$ cat config.mk
export PLATFORM = sky130hd
export DESIGN_NAME = pulse_swallow_divider
export DESIGN_NICKNAME = d
export VERILOG_FILES = /design/src/rtl/psd_pkg.sv /design/src/rtl/psd_legality.sv /design/src/rtl/psd_prescaler.sv /design/src/rtl/psd_swallow_ctrl.sv /design/src/rtl/pulse_swallow_divider.sv
export SDC_FILE = /design/constraint.sdc
export NUM_CORES = 1
export LEC_CHECK = 0
export BUFFER_PORTS_ARGS = -buffer_cell sky130_fd_sc_hd__buf_2
export CAP_MARGIN = 5
export CORE_ASPECT_RATIO = 0.5
export CORE_MARGIN = 1
export CORE_UTILIZATION = 30
export DETAILED_ROUTE_END_ITERATION = 10
export PLACE_DENSITY_LB_ADDON = 0.1
export SYNTH_ARGS = -nofsm -noshare
export SYNTH_HDL_FRONTEND = slang
export SYNTH_SLANG_ARGS = --single-unit
$ cat constraint.sdc
create_clock -name clk -period 3.85 [get_ports clk]
set_input_delay 0.385 -clock clk [delete_from_list [all_inputs] [get_ports clk]]
set_output_delay 0.385 -clock clk [all_outputs]
set_load 0.02 [all_outputs]
$ cat src/rtl/psd_pkg.sv
package psd_pkg;
   // run state of the swallow controller
   typedef enum logic {
      PSD_IDLE = 1'b0,
      PSD_RUN  = 1'b1
   } psd_state_e;

   localparam int PSD_SWALLOW_W = 3;   // bits of N feeding the A counter
   localparam int PSD_MAIN_W    = 14;  // bits of N feeding the B counter
   localparam int PSD_MAIN_MIN  = 3;   // smallest usable B
endpackage

$ cat src/rtl/psd_legality.sv
module psd_legality #(
   parameter int A_W   = 3,
   parameter int B_W   = 14,
   parameter int MIN_B = 3
) (
   input  logic [A_W+B_W-1:0] n_value,
   output logic               legal
);
   logic [A_W-1:0] a_part;
   logic [B_W-1:0] b_part;

   assign a_part = n_value[A_W-1:0];
   assign b_part = n_value[A_W+B_W-1:A_W];

   // a ratio can be built only if B reaches its floor and A fits inside B
   always_comb begin
      legal = (b_part >= B_W'(MIN_B)) && (B_W'(a_part) <= b_part);
   end
endmodule

$ cat src/rtl/psd_prescaler.sv
module psd_prescaler #(
   parameter int A_W = 3
) (
   input  logic clk,
   input  logic rst_n,
   input  logic clr,
   input  logic restart,
   input  logic hi_mod,
   output logic tc
);
   localparam int              PC_W    = A_W + 1;
   localparam logic [PC_W-1:0] LO_LAST = PC_W'((1 << A_W) - 1);
   localparam logic [PC_W-1:0] HI_LAST = PC_W'(1 << A_W);

   logic [PC_W-1:0] pc;

   always_ff @(posedge clk or negedge rst_n) begin
      if (!rst_n) begin
         pc <= '0;
      end else if (clr) begin
         pc <= '0;
      end else if (restart) begin
         pc <= hi_mod ? HI_LAST : LO_LAST;
      end else if (pc != '0) begin
         pc <= pc - PC_W'(1);
      end
   end

   assign tc = (pc == '0);
endmodule

$ cat src/rtl/psd_swallow_ctrl.sv
module psd_swallow_ctrl
   import psd_pkg::*;
#(
   parameter int A_W = 3,
   parameter int B_W = 14
) (
   input  logic               clk,
   input  logic               rst_n,
   input  logic               enable,
   input  logic               legal,
   input  logic [A_W+B_W-1:0] n_value,
   input  logic               tc,
   output logic               restart,
   output logic               hi_mod,
   output logic               pre_clr,
   output logic               period_end,
   output logic               running,
   output logic [A_W-1:0]     a_left,
   output logic [B_W-1:0]     b_left
);
   psd_state_e     state;
   logic [A_W-1:0] a_new;
   logic [B_W-1:0] b_new;
   logic           last_run;
   logic           load_now;
   logic           step;
   logic           halt;

   assign a_new    = n_value[A_W-1:0];
   assign b_new    = n_value[A_W+B_W-1:A_W];
   assign running  = (state == PSD_RUN);
   assign last_run = running && tc && (b_left == B_W'(1));

   always_comb begin
      load_now   = enable && legal && (!running || last_run);
      step       = enable && running && tc && !last_run;
      halt       = !enable || (last_run && !legal);
      restart    = load_now || step;
      hi_mod     = load_now ? (a_new != '0) : (a_left > A_W'(1));
      pre_clr    = halt;
      period_end = last_run;
   end

   always_ff @(posedge clk or negedge rst_n) begin
      if (!rst_n) begin
         state  <= PSD_IDLE;
         a_left <= '0;
         b_left <= '0;
      end else if (halt) begin
         state  <= PSD_IDLE;
         a_left <= '0;
         b_left <= '0;
      end else if (load_now) begin
         state  <= PSD_RUN;
         a_left <= a_new;
         b_left <= b_new;
      end else if (step) begin
         b_left <= b_left - B_W'(1);
         if (a_left != '0) begin
            a_left <= a_left - A_W'(1);
         end
      end
   end
endmodule

$ cat src/rtl/pulse_swallow_divider.sv
module pulse_swallow_divider
   import psd_pkg::*;
#(
   parameter int A_W       = PSD_SWALLOW_W,
   parameter int B_W       = PSD_MAIN_W,
   parameter int MIN_B     = PSD_MAIN_MIN,
   parameter bit PULSE_REG = 1'b0
) (
   input  logic               clk,
   input  logic               rst_n,
   input  logic               enable,
   input  logic [A_W+B_W-1:0] n_value,
   output logic               div_pulse,
   output logic               n_illegal
);
   localparam int N_W = A_W + B_W;

   if (A_W < 1)      begin : g_bad_a  $error("A_W must be at least 1");  end
   if (B_W <= A_W)   begin : g_bad_b  $error("B_W must exceed A_W");     end
   if (MIN_B < 2)    begin : g_bad_mb $error("MIN_B must be at least 2"); end

   logic           legal;
   logic           tc;
   logic           restart;
   logic           hi_mod;
   logic           pre_clr;
   logic           period_end;
   logic           running;
   logic [A_W-1:0] a_left;
   logic [B_W-1:0] b_left;

   psd_legality #(.A_W(A_W), .B_W(B_W), .MIN_B(MIN_B)) u_legal (
      .n_value (n_value),
      .legal   (legal)
   );

   psd_prescaler #(.A_W(A_W)) u_pre (
      .clk     (clk),
      .rst_n   (rst_n),
      .clr     (pre_clr),
      .restart (restart),
      .hi_mod  (hi_mod),
      .tc      (tc)
   );

   psd_swallow_ctrl #(.A_W(A_W), .B_W(B_W)) u_ctrl (
      .clk        (clk),
      .rst_n      (rst_n),
      .enable     (enable),
      .legal      (legal),
      .n_value    (n_value[N_W-1:0]),
      .tc         (tc),
      .restart    (restart),
      .hi_mod     (hi_mod),
      .pre_clr    (pre_clr),
      .period_end (period_end),
      .running    (running),
      .a_left     (a_left),
      .b_left     (b_left)
   );

   assign n_illegal = !legal;

   if (PULSE_REG) begin : g_out_reg
      logic pulse_q;
      always_ff @(posedge clk or negedge rst_n) begin
         if (!rst_n) pulse_q <= 1'b0;
         else        pulse_q <= period_end;
      end
      assign div_pulse = pulse_q && enable && legal;
   end else begin : g_out_comb
      assign div_pulse = period_end && enable && legal;
   end
endmodule

**Word level (Yosys, flattened, before mapping)**

Index checks and enable logic that the tools add are counted.

- Order comparisons: 3
- Divide/modulo/power cells: 0
- $mul: 0
- Muxes and demuxes: 14
- Equality and inequality tests: 1
- Reduce and logical (&&, ||, !) cells: 27
- Add/subtract/negate cells: 3
- Shifts and indexed selects: 0
- Bitwise gates (word level): 0

Operators with widths:

| operator | count |
|---|---|
| $mux W14 | 3 |
| $mux W4 | 4 |
| $reduce_bool A3 Y1 | 5 |
| $eq A14 B1 Y1 const B | 1 |
| $ge A14 B2 Y1 const B | 1 |
| $le A3 B14 Y1 | 1 |
| $sub A14 B1 Y14 const B | 1 |
| $mux W3 | 4 |
| $logic_and A1 B1 Y1 | 11 |
| $logic_not A1 Y1 | 4 |
| $logic_not A4 Y1 | 1 |
| $reduce_bool A4 Y1 | 1 |
| $sub A4 B1 Y4 const B | 1 |
| $gt A3 B1 Y1 const B | 1 |
| $logic_or A1 B1 Y1 | 3 |
| $mux W1 | 3 |
| $sub A3 B1 Y3 const B | 1 |
| $reduce_and A2 Y1 | 1 |
| $reduce_bool A2 Y1 | 1 |

- Memories: 0
- RAM bits: 0
- Output and inout port bits: 2
- Bits in registers: 22
- Latch bits: 0
- Memory bits (read-only): 0
- Input port bits: 20

**Logic depth before layout (Yosys ltp)**

- Depth in word-level cells: 9
- Gate-level depth with buffers: 10
- Depth with buffers taken out: 9

**Hierarchy**

A second synthesis with hierarchy kept.

- Cell total of the unflattened synthesis: 198
- Area, all modules: 1,757.9 µm²

By module, submodules not included:

| module | cells an instance | area an instance (µm²) | instances |
|---|---|---|---|
| psd_swallow_ctrl | 157 | 1,392.6 | 1 |
| psd_prescaler | 24 | 251.5 | 1 |
| psd_legality | 15 | 103.8 | 1 |
| pulse_swallow_divider | 2 | 10.0 | 1 |

**Least setup slack after synthesis**

OpenSTA, ideal clock, no wires.

- Path type: input-to-output
- Start point: in n_value[4]
- End point: out div_pulse
- Path slack: 1.212 ns
- Buffers on the path: 1
- Arrival: 2.253 ns
- Cell stages on the path: 7
- Data required time: 3.465 ns
- Cell sequence: inv_1 -> ha_1 -> a211oi_1 -> o21ai_0 -> and2_1 -> clkbuf_1 -> nor4_1

- Longest elaborated chain between the ends: 3
- Elaborated cells on any way between the ends: 4

RTL lines:

| what | RTL line | source |
|---|---|---|
| from (decl) | pulse_swallow_divider.sv:12 | `input logic [A_W+B_W-1:0] n_value,` |
| $ge A14 B2 Y1 or $le A3 B14 Y1 (tied branches) | psd_legality.sv:17 | `legal = (b_part >= B_W'(MIN_B)) && (B_W'(a_part) <= b_part);` |
| $logic_and A1 B1 Y1 * | psd_legality.sv:17 |  |
| $logic_and A1 B1 Y1 * | pulse_swallow_divider.sv:72 | `assign div_pulse = period_end && enable && legal;` |
| to (decl) | pulse_swallow_divider.sv:13 | `output logic div_pulse,` |

Mark *: on every way between the ends. The rest lies on a longest branch, timed or not.

**Worst setup path after layout**

- Start point: reg u_ctrl.b_left[6]
- End point: reg u_ctrl.b_left[4]

- Longest elaborated chain between the ends: 6
- Elaborated cells on any way between the ends: 11

RTL lines:

| what | RTL line | source |
|---|---|---|
| from (decl) | psd_swallow_ctrl.sv:19 | `output logic [B_W-1:0] b_left` |
| from (signal assigned) | psd_swallow_ctrl.sv:56 | `b_left <= b_new;` |
| from (signal assigned) | psd_swallow_ctrl.sv:58 | `b_left <= b_left - B_W'(1);` |
| $eq A14 B1 Y1 * | psd_swallow_ctrl.sv:32 | `assign last_run = running && tc && (b_left == B_W'(1));` |
| $logic_and A1 B1 Y1 * | psd_swallow_ctrl.sv:32 |  |
| $logic_or A1 B1 Y1 | psd_swallow_ctrl.sv:35 | `load_now = enable && legal && (!running \|\| last_run);` |
| $logic_and A1 B1 Y1 | psd_swallow_ctrl.sv:35 |  |
| $mux W14 | psd_swallow_ctrl.sv:53 | `end else if (load_now) begin` |
| $mux W14 | psd_swallow_ctrl.sv:49 | `end else if (halt) begin` |

Marks and branches as above.
A chain may end at the register's enable or synchronous reset.

==> impl_results.md <==
- Fin crit period: 2.61 ns
- Critical Path RT: 4.04 ns
- First-pass GRT wire length: 7070 um
- Post-route core utilization: 0.361
- Reg clk slew, reported paths: 0.09 ns
- CP startpoint: u_ctrl.b_left[6]
- Initial antenna violation count: 0
- # rows: 18
- PortBufs: 21
- Worst path cell trace: nor4_4 > nand4_2 > and4_1 > a211oi_1 > o21ai_0 > a22oi_1
- Worst path bufs/invs: 0
- CTS tree: done
- Largest net degree at the start of global routing: 23
- Sw Share: 0.360
- RR Endpoint: u_ctrl.b_left[4]
- Total power: 0.633 mW
- Root buf cell: clkbuf_8
- Vias after detailed routing: 1472
- Seq/Total Area, Yosys: 0.347
- Dpl hpwl: 3080 um
- FF+latch count, synth: 22
- Critical Path Sink Type: flop
- Post_cts resized: 0
- Clock share of power: 0.241
- Final instance area: 1810 um^2
- Vias in the first global route: 1410
- Setup CP Type: reg2reg
- Global-route usage over all layers: 0.166
- Power Dens Cells: 351 nW/um^2
- DRC Markers: 0
- Final Max Slew Viols: 0
- Post-Synthesis Cells: 189
- Clk Latency, worst-skew pair: 0.27 ns
- Net Sw Power: 0.228 mW
- Worst min path class: in2async
- Tcrit/Tclk final: 0.678
- Final setup viols: 0
- Share of cells above drive strength 1: 0.154
- Ant. Diodes: 0
- Area delta synth->final: 13.7%
- Crit path max-delay cell type: a211oi_1
- F_max: 383 MHz
- Drt pass-1 iters: 4
- CP top delay family: simple AND/OR/NAND/NOR gates
- Mapped Avg Cell Area: 8.40 um^2
- Post-CTS Setup Inserts: 0
- Mapped Area: 1590 um^2
- R2R cell count: 6
- Gr ovfl total: 0
- Placer congestion estimate: 0.746
- Combinational share of power: 0.301
- Final hold violation count: 0
- CP peak stage delay: 0.62 ns
- Arrival @ worst endpoint: 2.80 ns
- CTS max path bufs: 2
- CP startpoint kind: flop
- Final setup margin: 1.24 ns
- Pint: 0.405 mW
- Die ar.: 5610 um^2
- TritonCTS Buffers: 3
- Status: complete, no violations
- Max VDD drop: 0.000136 V
- Final wirelength: 4150 um
- Layout net count: 239
- Yosys warnings: 0
- Seq pwr share: 0.458
- Htree depth: 1
- Number of library cell types mapped by synthesis: 39
- Die Y: 53.4 um
- Vias per Instance: 5.29
- Reg-to-reg slack, setup: 1.24 ns
- Setup WS pre-CTS: 1.20 ns
- Die width: 105 um
- Core area: 5000 um^2
- Placed Area: 1760 um^2
- R2r startpoint: u_ctrl.b_left[6]
- Max_cap viols: 0
- Clock sink count: 22
- Initial Util: 0.318
- WL/cell: 14.9 um
- IO Pins: 22
- Detail Route Antenna Nets: 0
- Largest fanout on the critical path: 7
- Slew HR: 0.537
- Mapped Nets: 218
- Drt first-iter violations: 58
- Layout filler cell count: 541
- RSZ-0062 raised after global routing: false
- Slew @ Worst Pin: 0.690 ns
- Post-CTS Hold Buffers: 0
- Leak Pwr: 0.840 nW
- Setup Skew: 0.00341 ns
- Levels on crit path: 6
- Total negative setup slack: 0 ns
-- final cells by class --
type	instances	area, um^2	area share
clock buffer	3	41.3	0.0229
inverter	12	45.0	0.0249
multi-input combinational	148	961	0.532
sequential	22	551	0.305
tap	70	87.6	0.0485
timing repair buffer	23	120	0.0665
-- cells in the mapped netlist --
master     n  area, um^2
dfrtp_1   22         551
nor2_1    21        78.8
o21ai_0   19        95.1
nand2_1   18        67.6
a21oi_1   15        75.1
inv_1     12        45.0
ha_1       9         113
nor3_1     9        45.0
clkbuf_1   5        18.8
a211oi_1   4        30.0
a221o_1    4        40.0
a22oi_1    4        30.0
nand3_1    4        20.0
nor4_1     4        25.0
o22ai_1    4        25.0
and2_1     3        18.8
and3_1     3        18.8
xor2_1     3        26.3
a21o_1     2        15.0
a41o_1     2        20.0
mux2i_1    2        20.0
nor4_4     2        42.5
o21a_1     2        15.0
a211oi_4   1        20.0
a31oi_1    1        6.26
and3b_1    1        8.76
and4_1     1        8.76
and4b_1    1        10.0
buf_2      1        5.00
buf_4      1        7.51
mux2_2     1        11.3
nand3b_1   1        7.51
nand4_1    1        6.26
nand4_2    1        12.5
nor2b_1    1        6.26
o311a_1    1        10.0
o31ai_1    1        7.51
o41ai_2    1        16.3
xnor2_1    1        8.76
-- layer usage --
metal	GRT usage	wire [um]	vias up
li1	-	-	734
met4	0.0141	19	0
met1	0.232	2190	708
met3	0.0369	168	2
met2	0.270	1770	28
met5	0	0	-
-- registers in the layout, indices dropped and copies added (netlist names) --
register        count
u_ctrl.a_left       3
u_ctrl.b_left      14
u_pre.pc            4
u_ctrl.running      1
-- cell usage in the layout (no fill, tap or decap), drive strengths merged, types with 5 or more instances in the layout --
| master | n |
|---|---|
| nand2 | 18 |
| nor2 | 21 |
| buf | 23 |
| nor4 | 6 |
| ha | 9 |
| dfrtp | 22 |
| a211oi | 5 |
| a21oi | 15 |
| o21ai | 19 |
| nor3 | 9 |
| inv | 12 |
-- cell families (layout without fill, tap and decap cells) --
group / count (synthesis) / count (layout) / share of synthesized area
AND/OR/NAND/NOR: 71 / 71 / 0.237
XOR/XNOR: 4 / 4 / 0.0221
AO/OA/AOI/OAI: 61 / 61 / 0.255
buffers and inverters: 19 / 38 / 0.0481
multiplexers: 3 / 3 / 0.0197
adder cells (fa/ha/maj): 9 / 9 / 0.0709
flip-flops: 22 / 22 / 0.347
-- worst max-delay path by stage --
stage                             to  slack [ns]
global placement    u_ctrl.b_left[4]        1.19
global route        u_ctrl.b_left[4]        1.07
CTS                 u_ctrl.b_left[4]        1.28
floorplan                  div_pulse        1.21
detailed placement  u_ctrl.b_left[4]        1.20
finish              u_ctrl.b_left[4]        1.24
-- stage by stage --
stage | hold slack, ns | instances
6_report | 0.0931 | 278
5_1_grt | 0.124 | 278
3_3_place_gp | 0.400 | 275
3_5_place_dp | 0.407 | 275
4_1_cts | 0.113 | 278
2_1_floorplan | 0.0894 | 189
-- power groups by stage --
stage,registers [mW],clock network (mW),logic (mW)
2_1_floorplan,0.286,0,0.140
3_3_place_gp,0.294,0,0.192
3_5_place_dp,0.294,0,0.191
4_1_cts,0.290,0.156,0.192
5_1_grt,0.296,0.169,0.219
6_report,0.290,0.153,0.190
No activity file was read; power rests on OpenSTA's default activity.
